===== config.mk =====
export PLATFORM = sky130hd
export DESIGN_NAME = irq_msg_queue
export DESIGN_NICKNAME = d
export VERILOG_FILES = /design/src/rtl/irq_q_pkg.sv /design/src/rtl/irq_q_fifo.sv /design/src/rtl/irq_q_addr_match.sv /design/src/rtl/irq_msg_queue.sv
export SDC_FILE = /design/constraint.sdc
export NUM_CORES = 1
export LEC_CHECK = 0
export BUFFER_PORTS_ARGS = -buffer_cell sky130_fd_sc_hd__buf_2
export CAP_MARGIN = 25
export CORE_AREA = 2 2 249 251
export CTS_CLUSTER_SIZE = 12
export DETAILED_ROUTE_END_ITERATION = 10
export DIE_AREA = 0 0 251 253
export SYNTH_ARGS = -nofsm -noshare
export SYNTH_HDL_FRONTEND = slang
export SYNTH_SLANG_ARGS = --single-unit

===== constraint.sdc =====
create_clock -name clk -period 5 [get_ports clk]
set_input_delay 1 -clock clk [delete_from_list [all_inputs] [get_ports clk]]
set_output_delay 1 -clock clk [all_outputs]
set_load 0.005 [all_outputs]

===== src/rtl/irq_q_pkg.sv =====
package irq_q_pkg;

  typedef enum logic [1:0] {
    KIND_INTX     = 2'd0,
    KIND_CORR     = 2'd1,
    KIND_NONFATAL = 2'd2,
    KIND_FATAL    = 2'd3
  } msg_kind_e;

  typedef struct packed {
    logic        is_msi;
    logic [1:0]  line;
    logic [15:0] data;
  } irq_entry_t;

  localparam int IRQ_ENTRY_W = $bits(irq_entry_t);
  localparam int RID_W       = 16;

  localparam logic [11:0] OFS_BASE_HI = 12'h14C;
  localparam logic [11:0] OFS_BASE_LO = 12'h150;
  localparam logic [11:0] OFS_ERR     = 12'h154;
  localparam logic [11:0] OFS_IRQ1    = 12'h158;
  localparam logic [11:0] OFS_IRQ2    = 12'h15C;

  localparam logic [31:0] POP_WORD = 32'hFFFF_FFFF;

  function automatic logic [31:0] pack_irq_head(input logic valid, input irq_entry_t e,
                                                input logic ovf);
    logic [31:0] w;
    w        = '0;
    w[31]    = valid;
    w[30]    = valid & e.is_msi;
    w[29]    = ovf;
    w[28:27] = (valid && !e.is_msi) ? e.line : 2'b00;
    return w;
  endfunction

  function automatic logic [31:0] pack_irq_data(input logic valid, input irq_entry_t e);
    return {16'h0, (valid && e.is_msi) ? e.data : 16'h0};
  endfunction

  function automatic logic [31:0] pack_err_head(input logic valid, input logic [RID_W-1:0] rid,
                                                input logic ovf);
    logic [31:0] w;
    w       = '0;
    w[19]   = ovf;
    w[18]   = valid;
    w[15:0] = valid ? rid : 16'h0;
    return w;
  endfunction

  function automatic logic is_error_kind(input msg_kind_e k);
    return (k == KIND_CORR) || (k == KIND_NONFATAL) || (k == KIND_FATAL);
  endfunction

endpackage


===== src/rtl/irq_q_fifo.sv =====
module irq_q_fifo #(
  parameter int W     = 19,
  parameter int DEPTH = 16,
  localparam int CW   = $clog2(DEPTH + 1),
  localparam int PW   = (DEPTH > 1) ? $clog2(DEPTH) : 1
) (
  input  logic          clk,
  input  logic          rst_n,
  input  logic          push_a,
  input  logic [W-1:0]  din_a,
  input  logic          push_b,
  input  logic [W-1:0]  din_b,
  input  logic          pop,
  output logic [W-1:0]  head,
  output logic          not_empty,
  output logic [CW-1:0] count,
  output logic          drop
);

  logic [W-1:0]  mem [DEPTH];
  logic [PW-1:0] wp, rp, wp_b, wp_nxt;
  logic          acc_a, acc_b, pop_eff;
  logic [1:0]    n_in;

  function automatic logic [PW-1:0] step(input logic [PW-1:0] p);
    return (p == PW'(DEPTH - 1)) ? '0 : p + 1'b1;
  endfunction

  always_comb begin
    acc_a   = push_a && (count < CW'(DEPTH));
    acc_b   = push_b && ((count + CW'(acc_a)) < CW'(DEPTH));
    pop_eff = pop && (count != '0);
    n_in    = {1'b0, acc_a} + {1'b0, acc_b};
    wp_b    = acc_a ? step(wp) : wp;
    wp_nxt  = acc_b ? step(wp_b) : wp_b;
    drop    = (push_a && !acc_a) || (push_b && !acc_b);
  end

  always_ff @(posedge clk) begin
    if (acc_a) mem[wp]   <= din_a;
    if (acc_b) mem[wp_b] <= din_b;
  end

  always_ff @(posedge clk) begin
    if (!rst_n) begin
      wp    <= '0;
      rp    <= '0;
      count <= '0;
    end else begin
      wp    <= wp_nxt;
      if (pop_eff) rp <= step(rp);
      count <= count + CW'(n_in) - CW'(pop_eff);
    end
  end

  assign head      = mem[rp];
  assign not_empty = (count != '0);

endmodule


===== src/rtl/irq_q_addr_match.sv =====
module irq_q_addr_match #(
  parameter int ADDR_W = 64
) (
  input  logic [31:0]       base_hi,
  input  logic [31:0]       base_lo,
  input  logic              wr_valid,
  input  logic [ADDR_W-1:0] wr_addr,
  output logic              hit
);
  localparam int FULL_W = 64;
  logic [FULL_W-1:0] base_full;

  assign base_full = {base_hi, base_lo};
  assign hit       = wr_valid && (wr_addr == base_full[ADDR_W-1:0]);
endmodule


===== src/rtl/irq_msg_queue.sv =====
module irq_msg_queue
  import irq_q_pkg::*;
#(
  parameter int DEPTH     = 16,
  parameter int ERR_DEPTH = 4,
  parameter int ADDR_W    = 64,
  parameter int REG_AW    = 12,
  localparam int CW       = $clog2(DEPTH + 1),
  localparam int ECW      = $clog2(ERR_DEPTH + 1)
) (
  input  logic              clk,
  input  logic              rst_n,
  input  logic              msg_valid,
  input  logic [1:0]        msg_kind,
  input  logic [1:0]        msg_line,
  input  logic [15:0]       msg_rid,
  input  logic              mw_valid,
  input  logic [ADDR_W-1:0] mw_addr,
  input  logic [15:0]       mw_data,
  input  logic [REG_AW-1:0] reg_addr,
  input  logic              reg_we,
  input  logic [31:0]       reg_wdata,
  output logic [31:0]       reg_rdata
);

  logic [31:0]            base_hi, base_lo;
  logic                   msi_hit, intx_push, err_push;
  logic                   irq_pop, err_pop, irq_drop, err_drop;
  logic                   irq_ovf, err_ovf;
  logic                   irq_nonempty, err_nonempty;
  logic [CW-1:0]          irq_count;
  logic [ECW-1:0]         err_count;
  logic [IRQ_ENTRY_W-1:0] irq_head_bits;
  logic [RID_W-1:0]       err_head;
  irq_entry_t             msi_ent, intx_ent, irq_head;
  msg_kind_e              kind;
  logic                   sel_hi, sel_lo, sel_err, sel_irq1;

  assign kind      = msg_kind_e'(msg_kind);
  assign intx_push = msg_valid && (kind == KIND_INTX);
  assign err_push  = msg_valid && is_error_kind(kind);

  assign sel_hi   = (reg_addr == REG_AW'(OFS_BASE_HI));
  assign sel_lo   = (reg_addr == REG_AW'(OFS_BASE_LO));
  assign sel_err  = (reg_addr == REG_AW'(OFS_ERR));
  assign sel_irq1 = (reg_addr == REG_AW'(OFS_IRQ1));
  assign irq_pop  = reg_we && sel_irq1 && (reg_wdata == POP_WORD);
  assign err_pop  = reg_we && sel_err && (reg_wdata == POP_WORD);

  irq_q_addr_match #(.ADDR_W(ADDR_W)) u_match (
    .base_hi (base_hi),
    .base_lo (base_lo),
    .wr_valid(mw_valid),
    .wr_addr (mw_addr),
    .hit     (msi_hit)
  );

  always_comb begin
    msi_ent  = '{is_msi: 1'b1, line: 2'b00, data: mw_data};
    intx_ent = '{is_msi: 1'b0, line: msg_line, data: 16'h0};
  end

  // lane a (MSI) is ordered ahead of lane b (INTx) within one cycle
  irq_q_fifo #(.W(IRQ_ENTRY_W), .DEPTH(DEPTH)) u_irq_q (
    .clk      (clk),
    .rst_n    (rst_n),
    .push_a   (msi_hit),
    .din_a    (msi_ent),
    .push_b   (intx_push),
    .din_b    (intx_ent),
    .pop      (irq_pop),
    .head     (irq_head_bits),
    .not_empty(irq_nonempty),
    .count    (irq_count),
    .drop     (irq_drop)
  );

  irq_q_fifo #(.W(RID_W), .DEPTH(ERR_DEPTH)) u_err_q (
    .clk      (clk),
    .rst_n    (rst_n),
    .push_a   (err_push),
    .din_a    (msg_rid),
    .push_b   (1'b0),
    .din_b    ('0),
    .pop      (err_pop),
    .head     (err_head),
    .not_empty(err_nonempty),
    .count    (err_count),
    .drop     (err_drop)
  );

  assign irq_head = irq_entry_t'(irq_head_bits);

  always_ff @(posedge clk) begin
    if (!rst_n) begin
      base_hi <= '0;
      base_lo <= '0;
      irq_ovf <= 1'b0;
      err_ovf <= 1'b0;
    end else begin
      if (reg_we && sel_hi) base_hi <= reg_wdata;
      if (reg_we && sel_lo) base_lo <= reg_wdata;
      if (irq_drop) irq_ovf <= 1'b1;
      if (err_drop) err_ovf <= 1'b1;
    end
  end

  always_comb begin
    reg_rdata = '0;
    case (reg_addr)
      REG_AW'(OFS_BASE_HI): reg_rdata = base_hi;
      REG_AW'(OFS_BASE_LO): reg_rdata = base_lo;
      REG_AW'(OFS_ERR):     reg_rdata = pack_err_head(err_nonempty, err_head, err_ovf);
      REG_AW'(OFS_IRQ1):    reg_rdata = pack_irq_head(irq_nonempty, irq_head, irq_ovf);
      REG_AW'(OFS_IRQ2):    reg_rdata = pack_irq_data(irq_nonempty, irq_head);
      default:              reg_rdata = '0;
    endcase
  end

endmodule


== After elaboration in Yosys (flattened, before gate mapping) ==
Memory sizes are Yosys's and may differ from the RTL's. A register that Yosys moved wholly into a read port is not among the register bits.
Cells that the tools add are included.
W data, S select, Z words.

* Register bits after elaboration: 86
* Bits in writable memories: 368
* Input bits: 149
* Output and inout port bits: 32
* Logic and storage cells: 93
* Memories kept: 2

{| class="wikitable"
|+ Memories
! memory !! words !! width !! read ports !! clocked after memory_dff !! write ports !! RTL line !! RTL
|-
| u_irq_q.mem || 16 || 19 || 1 || 1 || 2 || irq_q_fifo.sv:20 || <nowiki>logic [W-1:0] mem [DEPTH];</nowiki>
|-
| u_err_q.mem || 4 || 16 || 1 || 1 || 1 || irq_q_fifo.sv:20 ||
|}

* Add/sub/neg operators: 11
* Order comparisons: 3
* Equal/unequal tests: 15
* Multiplexer cells: 22
* Bitwise gates (word level): 1
* Reductions and logical operators: 29

{| class="wikitable"
|+ Operator list
! cell !! count
|-
| $pmux W32 S5 || 1
|-
| $eq A64 B64 Y1 || 1
|-
| $eq A12 B9 Y1 const B || 5
|-
| $eq A32 B32 Y1 const B || 1
|-
| $mux W16 || 2
|-
| $mux W4 || 7
|-
| $logic_and A1 B1 Y1 || 19
|-
| $add A4 B1 Y4 const B || 3
|-
| $eq A4 B4 Y1 const B || 3
|-
| $mux W2 || 6
|-
| $lt A5 B5 Y1 const B || 2
|-
| $eq A2 B2 Y1 const B || 4
|-
| $mux W1 || 6
|-
| $add A5 B1 Y5 || 1
|-
| $add A5 B2 Y5 || 1
|-
| $reduce_bool A5 Y1 || 1
|-
| $sub A5 B1 Y5 || 1
|-
| $add A2 B1 Y2 const B || 2
|-
| $logic_not A1 Y1 || 4
|-
| $add A3 B1 Y3 || 1
|-
| $logic_or A1 B1 Y1 || 3
|-
| $lt A3 B3 Y1 const B || 1
|-
| $reduce_bool A3 Y1 || 1
|-
| $sub A3 B1 Y3 || 1
|-
| 4 further kinds || 4
|}

== Logic depth before layout (Yosys ltp) ==
Gate-level depths: netlist (run 1).

* Depth after elaboration: 9
* Gate-level depth with buffers: 16
* Gate-level depth less buffers: 14

== Cells and area by module ==
From an unflattened synthesis (run 1), not the netlist that was laid out.

* Cell total of the unflattened synthesis: 1,681
* Area total of the unflattened synthesis: 24,374.6 µm²

{| class="wikitable"
|+ By module, submodules not included
! module !! instances !! cells an instance !! area each (µm²) !! sequential area each (µm²)
|-
| irq_q_fifo (u_irq_q) || 1 || 959 || 16,579.7 || 9,469.1
|-
| irq_q_fifo (u_err_q) || 1 || 225 || 3,880.0 || 2,102.0
|-
| irq_msg_queue || 1 || 384 || 3,128.0 || 1,321.3
|-
| irq_q_addr_match || 1 || 113 || 787.0 || 0.0
|}

== Worst setup path after synthesis (run 1) ==
No wires, ideal clock.

* Kind: input to register
* Start point: input port mw_addr[47]
* End point: memory u_irq_q.mem[1][18]
* Library setup time: 128 ps
* Data arrival time: 3,962 ps
* Data required time: 4,872 ps
* Path slack: 910 ps
* Cell stages on the path: 15
* Buffers on the path: 4
* Path through: nand2b_1 -> o221ai_1 -> a2111oi_0 -> nand4_1 -> buf_2 -> nor3_2 -> clkbuf_1 -> o21ai_0 -> inv_1 -> ha_1 -> and2_0 -> and2_1 -> clkbuf_1 -> clkbuf_1 -> nor2_1

{| class="wikitable"
|+ RTL lines
! element !! RTL line !! RTL
|-
| start, declared || irq_msg_queue.sv:18 || <nowiki>input logic [ADDR_W-1:0] mw_addr,</nowiki>
|-
| end, declared || irq_q_fifo.sv:20 ||
|}

== Worst setup path in the final report (run 1) ==
* Start point: input port reg_addr[9]
* End point: output port reg_rdata[9]

* Longest elaborated chain between the ends: 2
* Elaborated cells on any way between the ends: 6
* Classes of those cells: 5 x eq/ne; 1 x mux

{| class="wikitable"
|+ Ends and longest elaborated chain
! element !! RTL line !! RTL
|-
| start, declared || irq_msg_queue.sv:20 || <nowiki>input logic [REG_AW-1:0] reg_addr,</nowiki>
|-
| $eq A12 B9 Y1 || irq_msg_queue.sv:110 || <nowiki>case (reg_addr)</nowiki>
|-
| $pmux W32 S5 * || irq_msg_queue.sv:110 ||
|-
| end, declared || irq_msg_queue.sv:23 || <nowiki>output logic [31:0] reg_rdata</nowiki>
|}

Mark *: on every way between the ends. The rest lies on a longest branch, timed or not.

==> summary.txt, run 1 <==
Yosys
  • Async SR Flop Fraction: 0%
  • Yosys warning total: 0
  • Synth top area share: 34.5%
  • Cell count after synthesis: 2,182
  • Post-synthesis sequential area ratio: 48.1%
  • Syn_area_per_cell: 9.68 um2
  • Synth cell types: 58
  • Post-synth EDFFs: 96
  • Top post-synthesis cells by area: dfxtp_1 (34%), edfxtp_1 (14%), mux4_2 (12%)
  • Top-count cell post-synth: nand2_1
  • Flops & latches, synth: 460
  • Synthesized area: 0.0211 mm2
  • Synthesized Nets: 2,356
  • Synth area leader: dfxtp_1
  • Commonest cells post-synth: nand2_1 (548), dfxtp_1 (364), a21oi_1 (201)
  • Dominant synthesized flop cell: dfxtp_1

Global route
  • GRT overflow: 0
  • Antenna violations before repair: 5
  • Largest net degree at the start of global routing: 51
  • First-pass GRT wire length: 104 mm
  • Number of global-route vias before repair: 17,000
  • Overall routing resource usage: 21.2%

Place
  • Routability cong.: 0.976
  • Placed Cells: 3,042
  • Count of input and output buffers: 180
  • Detailed placement HPWL: 48.6 mm
  • DP Area: 0.0229 mm2

Setup path
  • CP dominant cell by count: buf_2
  • Max incr delay on CP: 0.58 ns
  • CP top delay family: simple AND/OR/NAND/NOR gates
  • Setup CP Type: primary input to primary output
  • Critical Path Sink Type: primary output
  • Critical path's slowest cell: or4_1
  • Worst path depth: 9
  • Worst EP required: 4.00 ns
  • WP buf/inv: 3
  • Worst Reg-to-Reg Cells: 11
  • Startpoint Class: primary input
  • CP arrival: 3.45 ns
  • Crit path max fanout: 33
  • CP cell instances: buf_2 > nor4b_1 > nand4_1 > or4_1 > nor2_2 > buf_4 > a222oi_1 > nand2_1 > buf_2

Power
  • VDD IR-drop max: 0.000252 V
  • Pwr dens: 318 mW/mm2
  • Static leakage: 9.03 nW

CTS
  • CTS Sinks: 460
  • CTS Root Cell: clkbuf_16
  • CTS Buf Count: 48
  • H-Tree Level Count: 2
  • # hold bufs at CTS: 0
  • Clk Latency, worst-skew pair: 0.60 ns
  • Clock transition at path regs: 0.06 ns
  • Post-CTS sizing: 0
  • Postcts setup bufs: 0
  • Bufs on Longest Clock Path: 3
  • CTS tree: done

Hold path
  • Hold depth: 2
  • Worst min-delay path category: register to register

Cells and area
  • Storage element area: 0.0102 mm2
  • Multi-input gate area: 0.0101 mm2
  • Area growth from synthesis to layout: 15.7%
  • Final std cells w/o fill: 3,129
  • FILL cells: 5,856
  • Nets: 2,476
  • Share of cells above drive strength 1: 19.0%
  • Final instance area: 0.0244 mm2

STA
  • Setup TNS Final: 0 ns
  • Slew Limit Headroom: 40.9%
  • Final Critical Period: 4.45 ns
  • Final Hold Viols: 0
  • Fmax: 224 MHz
  • RSZ-0062 raised after global routing: no
  • Slew @ Worst Pin: 0.884 ns
  • Setup violators final: 0
  • Period utilisation layout: 89.1%
  • Final Slew Violations: 0
  • Clk_skew: 0.0220 ns

Die
  • # rows: 91
  • Die Ht: 253 um
  • Die area: 0.0635 mm2
  • Core area: 0.0610 mm2
  • Die width: 251 um
  • Starting Density: 34.6%
  • Top-level I/O count: 181

Run status
  • Status: finished, final reports clean

Run
  • Maxcap violations: 0

Drt
  • DRC errors left: 0
  • Initial DRT Pass Iterations: 6
  • Vias post-DR: 16,900
  • Vias/cell: 5.41
  • Wirelength per Cell: 21.7 um
  • Final WL: 67.9 mm
  • DRT iter0 DRCs: 1,419
  • Antenna-violating nets left: 0
path summary, 6_finish.rpt:
check	from	slack, ns	to
max	reg_addr[9]	0.55	reg_rdata[9]
min	u_irq_q.mem[11][18]	0.44	u_irq_q.mem[11][18]
max reg2reg	base_lo[19]	1.06	u_irq_q.mem[1][17]
min reg2reg	u_irq_q.mem[11][18]	0.44	u_irq_q.mem[11][18]
cell families (layout without fill, tap and decap cells):
kind of cell    after synthesis  in the layout  share of synthesized area (%)
fa+ha+maj                    25             25                           1.59
mux                         186            186                           15.4
flops                       460            460                           48.1
xor+xnor                     51             51                           2.11
simple gates                909            909                           19.0
other cells                   0              4                              0
buf+inv                     213            366                           3.94
compound gates              338            338                           9.85
worst reg2reg max path, stage by stage, from the launching register on:
cell     delay, ns
dfxtp_1       0.51
xnor2_1       0.17
nand4_1       0.23
nor4_1        0.34
nand4_1       0.36
nor3_2        0.40
mux2i_1       0.47
inv_1         0.13
ha_1          0.24
and2_0        0.27
and2_1        0.24
or2_2         0.32
layout by cell type, fill, tap and decap left out, types with 43 or more instances in the layout:
cell / count
buf_4: 56
inv_1: 43
xnor2_1: 48
dfxtp_1: 362
clkbuf_16: 50
nand2_1: 548
nand3_1: 45
nor2_1: 116
edfxtp_1: 96
mux4_2: 111
a21oi_1: 201
a21boi_0: 54
mux2i_1: 73
buf_2: 180
state kept, by name, summed over array words and instances (netlist names), named ones only:
name           flops
u_irq_q.wp         4
base_hi           32
u_err_q.mem       64
irq_ovf            1
u_err_q.rp         2
err_ovf            1
u_err_q.count      3
u_irq_q.rp         4
u_irq_q.count      5
base_lo           32
u_err_q.wp         2
u_irq_q.mem      304
metal layers:
metal | GRT usage [%] | part of all wire [%]
met5 | 0 | 0.019
met4 | 6.58 | 2.6
met3 | 3.08 | 6.3
met2 | 37.4 | 50
met1 | 26.7 | 41
power breakdown:
part	switching (W)	internal (W)
sequential	0.0000291	0.00383
clock	0.00151	0.00204
combinational	0.000224	0.000136
total	0.00176	0.00601
stage by stage:
step | setup WS, ns | hold WS, ns | utilization (%) | power, W
2_1_floorplan | 0.910 | 0.422 | - | 0.00412
3_3_place_gp | 0.519 | 0.431 | 37.5 | 0.00429
3_5_place_dp | 0.460 | 0.435 | 37.5 | 0.00430
4_1_cts | 0.593 | 0.445 | 40.0 | 0.00783
5_1_grt | 0.275 | 0.465 | 40.0 | 0.00800
6_report | 0.545 | 0.443 | 40.0 | 0.00778
layout make-up:
type	instances	area share, %
flip-flops and latches	460	41.6
multi-input cells	1509	41.5
clock buffers	72	5.75
repair buffers	240	5.73
well taps	790	4.04
inverters	43	0.660
clock inverters	11	0.589
diodes	4	0.0410
Power figures use the tool's default switching activity.
==> run 2: changes to the inputs <==
--- a/config.mk
+++ b/config.mk
@@ -5,12 +5,14 @@
 export SDC_FILE = /design/constraint.sdc
 export NUM_CORES = 1
 export LEC_CHECK = 0
-export BUFFER_PORTS_ARGS = -buffer_cell sky130_fd_sc_hd__buf_2
 export CAP_MARGIN = 25
-export CORE_AREA = 2 2 249 251
+export CORE_AREA = 2 2 199 201
 export CTS_CLUSTER_SIZE = 12
 export DETAILED_ROUTE_END_ITERATION = 10
-export DIE_AREA = 0 0 251 253
+export DIE_AREA = 0 0 201 203
+export DONT_BUFFER_PORTS = 1
+export PLACE_DENSITY = 0.7
+export RECOVER_POWER = 25
 export SYNTH_ARGS = -nofsm -noshare
 export SYNTH_HDL_FRONTEND = slang
 export SYNTH_SLANG_ARGS = --single-unit
==> summary.txt, run 2 (same netlist as run 1, synthesis figures left out) <==
Run status
  • Status: finished, final reports clean

Place
  • Routability cong.: 1.01 (+3.4%)
  • Count of input and output buffers: 0 (-100%)
  • Setup Slack @ Placement: 0.342 ns (-0.118 ns)
  • Detailed placement HPWL: 47.3 mm (-2.6%)
  • DP Area: 0.0216 mm2 (-5.7%)

CTS
  • Bufs on Longest Clock Path: 3 (unchanged)
  • # hold bufs at CTS: 0 (unchanged)
  • Clk Latency, worst-skew pair: 0.60 ns (about the same)
  • H-Tree Level Count: 2 (unchanged)
  • Post-CTS sizing: 0 (unchanged)
  • Postcts setup bufs: 0 (unchanged)
  • CTS tree: done
  • CTS Root Cell: clkbuf_16
  • CTS Buf Count: 47 (-2.1%)
  • CTS Sinks: 460 (unchanged)
  • Clock transition at path regs: 0.06 ns (about the same)

STA
  • Fmax: 232 MHz (+3.3%)
  • Worst hold slack: 0.450 ns (+0.00729 ns)
  • Final Hold Viols: 0 (unchanged)
  • Setup TNS Final: 0 ns (unchanged)
  • Clk_skew: 0.0310 ns (+0.00901 ns)
  • Slew Limit Headroom: 18.6% (-22 points)
  • Setup violators final: 0 (unchanged)
  • Final Critical Period: 4.31 ns (-0.140 ns)
  • Final WS setup: 0.686 ns (+0.140 ns)
  • Period utilisation layout: 86.3% (-2.8 points)
  • Slew @ Worst Pin: 1.22 ns (+0.337 ns)
  • RSZ-0062 raised after global routing: no
  • Final Slew Violations: 0 (unchanged)

Cells and area
  • Area growth from synthesis to layout: 8.76%
  • Multi-input gate area: 0.0101 mm2 (about the same)
  • Reg with most FFs: u_irq_q.mem
  • Nets: 2,289 (-7.6%)
  • Final instance area: 0.0230 mm2 (-6.0%)
  • Max reg flops: 304 (unchanged)
  • Share of cells above drive strength 1: 11.6% (-7.5 points)
  • N_diodes: 0 (-4)
  • Commonest non-fill, non-tap cell in the layout: nand2_1
  • Storage element area: 0.0102 mm2 (unchanged)
  • Most frequent cells in the layout: nand2_1 (548), dfxtp_1 (362), a21oi_1 (201), nor2_1 (116), mux4_2 (111)
  • FILL cells: 3,255 (-44%)
  • Top flop regs: u_irq_q.mem: 304 flops, u_err_q.mem: 64 flops

Die
  • Die width: 201 um (-20%)
  • Starting Density: 54.9% (+20 points)
  • Core area: 0.0385 mm2 (-37%)
  • Top-level I/O count: 181 (unchanged)
  • Die Ht: 203 um (-20%)
  • Die area: 0.0408 mm2 (-36%)
  • # rows: 72 (-21%)

Setup path
  • Worst EP required: 4.00 ns (about the same)
  • Startpoint Class: primary input
  • CP arrival: 3.31 ns (-0.14 ns)
  • Setup CP Type: primary input to primary output
  • Critical Path Sink Type: primary output
  • Crit path max fanout: 33 (unchanged)

Power
  • VDD IR-drop max: 0.000313 V (+24%)
  • Final Power: 0.00739 W (-4.9%)
  • Pwr dens: 322 mW/mm2 (+1.1%)
  • Static leakage: 8.17 nW (-9.6%)

Drt
  • Vias/cell: 6.16 (+14%)
  • DRC errors left: 0 (unchanged)
  • Wirelength per Cell: 24.5 um (+13%)
  • DRT iter0 DRCs: 1,336 (-5.8%)
  • Final WL: 65.4 mm (-3.7%)
  • Antenna-violating nets left: 0 (unchanged)
  • Initial DRT Pass Iterations: 7 (+1)
  • Vias post-DR: 16,400 (-3.2%)

Global route
  • First-pass GRT wire length: 99.0 mm (-4.4%)
  • Number of global-route vias before repair: 16,000 (-6.0%)
  • Antenna violations before repair: 1 (-4)
  • Largest net degree at the start of global routing: 87 (+71%)
  • Overall routing resource usage: 32.1% (+11 points)
  • GRT overflow: 0 (unchanged)

Hold path
  • Worst min-delay path category: register to register

Run
  • Maxcap violations: 0 (unchanged)
## run 2: final cells by class
type                    count  share of cell area [%]
inverters                  43                   0.702
clock buffers              72                    5.93
repair buffers             54                    1.88
flip-flops and latches    460                    44.3
multi-input cells        1509                    44.1
clock inverters             7                   0.234
well taps                 518                    2.82
## run 2: final timing paths
check	from	endpoint	slack, ns	cells after the start
worst max-delay path	reg_addr[9]	reg_rdata[15]	0.69	7
worst min-delay path	u_irq_q.mem[9][11]	u_irq_q.mem[9][11]	0.45	2
worst min register to register	u_irq_q.mem[9][11]	u_irq_q.mem[9][11]	0.45	2
worst max register to register	base_lo[6]	u_irq_q.count[4]	0.73	14
## run 2: worst max-delay path: stages
cell and delay [ns]:
nor4b_1 0.40, nand4_1 0.36, or4_1 0.59, nor2_2 0.12
buf_4 0.40, a222oi_1 0.21, nand2_1 0.21
## run 2: metal layers
metal,track usage (%),vias to the layer above,wire [um]
met5,0,-,13
met4,11.2,2,2160
met3,8.09,108,6650
met2,53.6,811,31400
met1,40.6,8025,25200
li1,-,7447,-
## run 2: where the power goes
group          switching, W  internal, W  total (W)
sequential        0.0000315      0.00383    0.00386
combinational      0.000121    0.0000942   0.000215
clock               0.00144      0.00187    0.00331
## run 2: metrics by stage
stage | instances | util (%)
after detailed placement | 2584 | 56.1
after floorplan | 2182 | -
after global routing | 2663 | 59.7
final | 2663 | 59.7
after CTS | 2663 | 59.8
after global placement | 2584 | 56.1
==> run 3: changes to the inputs <==
==> constraint.sdc (replaced) <==
create_clock -name clk -period 5 [get_ports clk]
set_input_delay 0.5 -clock clk [delete_from_list [all_inputs] [get_ports clk]]
set_output_delay 0.5 -clock clk [all_outputs]
set_load 0.005 [all_outputs]
==> summary.txt, run 3 (same netlist as run 1, synthesis figures left out) <==
Power
  • Static leakage: 8.22 nW (+0.68%)
  • Net Sw Frac: 21.6% (+0.067 points)
  • Clock power share: 45.9% (+1.1 points)
  • Int Power: 0.00592 W (+2.0%)
  • Switching power summed over all nets: 0.00163 W (+2.5%)
  • Pwr dens: 326 mW/mm2 (+1.4%)
  • Final Power: 0.00755 W (+2.1%)
  • Logic gate share of total power: 3.0% (about the same)
  • VDD IR-drop max: 0.000258 V (-18%)
  • Reg power frac: 51.2% (-1.1 points)

Setup path
  • Critical path's slowest cell: nor4_1
  • CP arrival: 4.47 ns (+1.16 ns)
  • Worst EP required: 5.30 ns (+1.30 ns)
  • Startpoint Class: register
  • Setup CP Type: register to register
  • CP dominant cell by count: buf_4
  • Critical Path Sink Type: register
  • Crit path max fanout: 18 (-45%)
  • CP cell instances: xnor2_1 > nand4_1 > nor4_1 > nand4_1 > buf_4 > nor3_2 > buf_4 > o21ai_0 > inv_1 > ha_1 > and2_0 > and2_1 > buf_4 > or2_2
  • Max incr delay on CP: 0.44 ns (-0.15 ns)
  • WP buf/inv: 4 (+3)
  • CP top delay family: simple AND/OR/NAND/NOR gates

Drt
  • Initial DRT Pass Iterations: 6 (-1)
  • Final WL: 64.0 mm (-2.1%)
  • Antenna-violating nets left: 0 (unchanged)
  • DRT iter0 DRCs: 1,589 (+19%)
  • DRC errors left: 0 (unchanged)
  • Wirelength per Cell: 23.9 um (-2.5%)
  • Vias/cell: 6.15 (about the same)
  • Vias post-DR: 16,500 (+0.46%)

CTS
  • Clk Latency, worst-skew pair: 0.59 ns (about the same)
  • Clock transition at path regs: 0.06 ns (about the same)
  • Post-CTS sizing: 0 (unchanged)
  • H-Tree Level Count: 2 (unchanged)
  • CTS Root Cell: clkbuf_16
  • CTS Sinks: 460 (unchanged)
  • Bufs on Longest Clock Path: 3 (unchanged)
  • CTS Buf Count: 48 (+2.1%)
  • CTS tree: done

Place
  • Count of input and output buffers: 0 (unchanged)
  • Routability cong.: 1.05 (+4.1%)
  • Detailed placement HPWL: 45.7 mm (-3.5%)

Global route
  • Antenna violations before repair: 0 (-1)
  • Number of global-route vias before repair: 15,700 (-2.1%)
  • Largest net degree at the start of global routing: 87 (unchanged)
  • GRT overflow: 0 (unchanged)
  • Overall routing resource usage: 31.2% (-0.91 points)
  • First-pass GRT wire length: 97.3 mm (-1.7%)

Cells and area
  • N_diodes: 0 (unchanged)
  • Most frequent cells in the layout: nand2_1 (548), dfxtp_1 (362), a21oi_1 (201), nor2_1 (116), mux4_2 (111)
  • Share of cells above drive strength 1: 11.4% (-0.21 points)
  • Area growth from synthesis to layout: 9.53%
  • Max reg flops: 304 (unchanged)
  • FILL cells: 3,229 (-0.80%)
  • Reg with most FFs: u_irq_q.mem
  • Top flop regs: u_irq_q.mem: 304 flops, u_err_q.mem: 64 flops
  • Nets: 2,296 (+0.31%)
  • Commonest non-fill, non-tap cell in the layout: nand2_1

STA
  • Setup TNS Final: 0 ns (unchanged)
  • Clk_skew: 0.0169 ns (-0.0141 ns)
  • Slew Limit Headroom: 18.4% (-0.13 points)
  • Final Slew Violations: 0 (unchanged)
  • Period utilisation layout: 83.3% (-2.9 points)
  • RSZ-0062 raised after global routing: no
  • Setup violators final: 0 (unchanged)
  • Fmax: 240 MHz (+3.5%)
  • Final Critical Period: 4.17 ns (-0.147 ns)
  • Slew @ Worst Pin: 1.22 ns (+0.00194 ns)
  • Final Hold Viols: 0 (unchanged)

Hold path
  • Worst min-delay path category: primary input to register

Die
  • Die width: 201 um (unchanged)
  • Core area: 0.0385 mm2 (unchanged)
  • Starting Density: 54.9% (unchanged)
  • Die area: 0.0408 mm2 (unchanged)
  • # rows: 72 (unchanged)
  • Top-level I/O count: 181 (unchanged)
  • Die Ht: 203 um (unchanged)

Run
  • Maxcap violations: 0 (unchanged)

Run status
  • Status: finished, final reports clean
==> run 3: power groups by stage <==
stage | Combinational (W) | Sequential [W] | Clock [W]
floorplan | 0.000196 | 0.00393 | 0
global placement | 0.000205 | 0.00394 | 0
detailed placement | 0.000207 | 0.00394 | 0
CTS | 0.000225 | 0.00386 | 0.00350
global route | 0.000246 | 0.00387 | 0.00366
finish | 0.000225 | 0.00386 | 0.00346
==> run 3: path summary, 6_finish.rpt <==
| check | from | to | slack [ns] | cells past startpoint |
|---|---|---|---|---|
| max | base_lo[6] | u_irq_q.mem[0][16] | 0.83 | 14 |
| max reg2reg | base_lo[6] | u_irq_q.mem[0][16] | 0.83 | 14 |
| min reg2reg | u_irq_q.mem[11][18] | u_irq_q.mem[11][18] | 0.45 | 2 |
| min | reg_wdata[5] | base_lo[5] | 0.05 | 2 |
==> run 3: routing by layer <==
metal  global-route usage [%]  share of wire, %
met4                     9.31               2.6
met3                     5.23               8.9
met5                        0                 0
met2                     52.6                49
met1                     41.4                40
==> run 3: area by class of cell <==
class                      count  area [um2]  share of cell area [%]
inverter                      43         161                   0.697
sequential                   460       10200                    44.0
clock inverter                11         111                   0.481
tap                          518         648                    2.80
timing repair buffer          60         490                    2.12
clock buffer                  75        1400                    6.06
multi-input combinational   1509       10100                    43.9
==> run 3: per-stage QoR <==
step | instances | hold WS [ns] | util, % | setup WS [ns] | cell area, um2
final | 2676 | 0.0452 | 60.2 | 0.833 | 23100
after detailed placement | 2573 | 0.438 | 55.8 | 0.761 | 21500
after CTS | 2675 | 0.0127 | 60.1 | 0.837 | 23100
after global routing | 2676 | 0.0351 | 60.2 | 0.533 | 23100
after floorplan | 2182 | 0.422 | - | 1.41 | 21100
after global placement | 2573 | 0.431 | 55.8 | 0.831 | 21500
==> run 3: repair_timing <==
item                      4_1_cts  5_1_grt
setup buffers                   0        0
hold buffers                   16        0
hold endpoints to repair       64        0
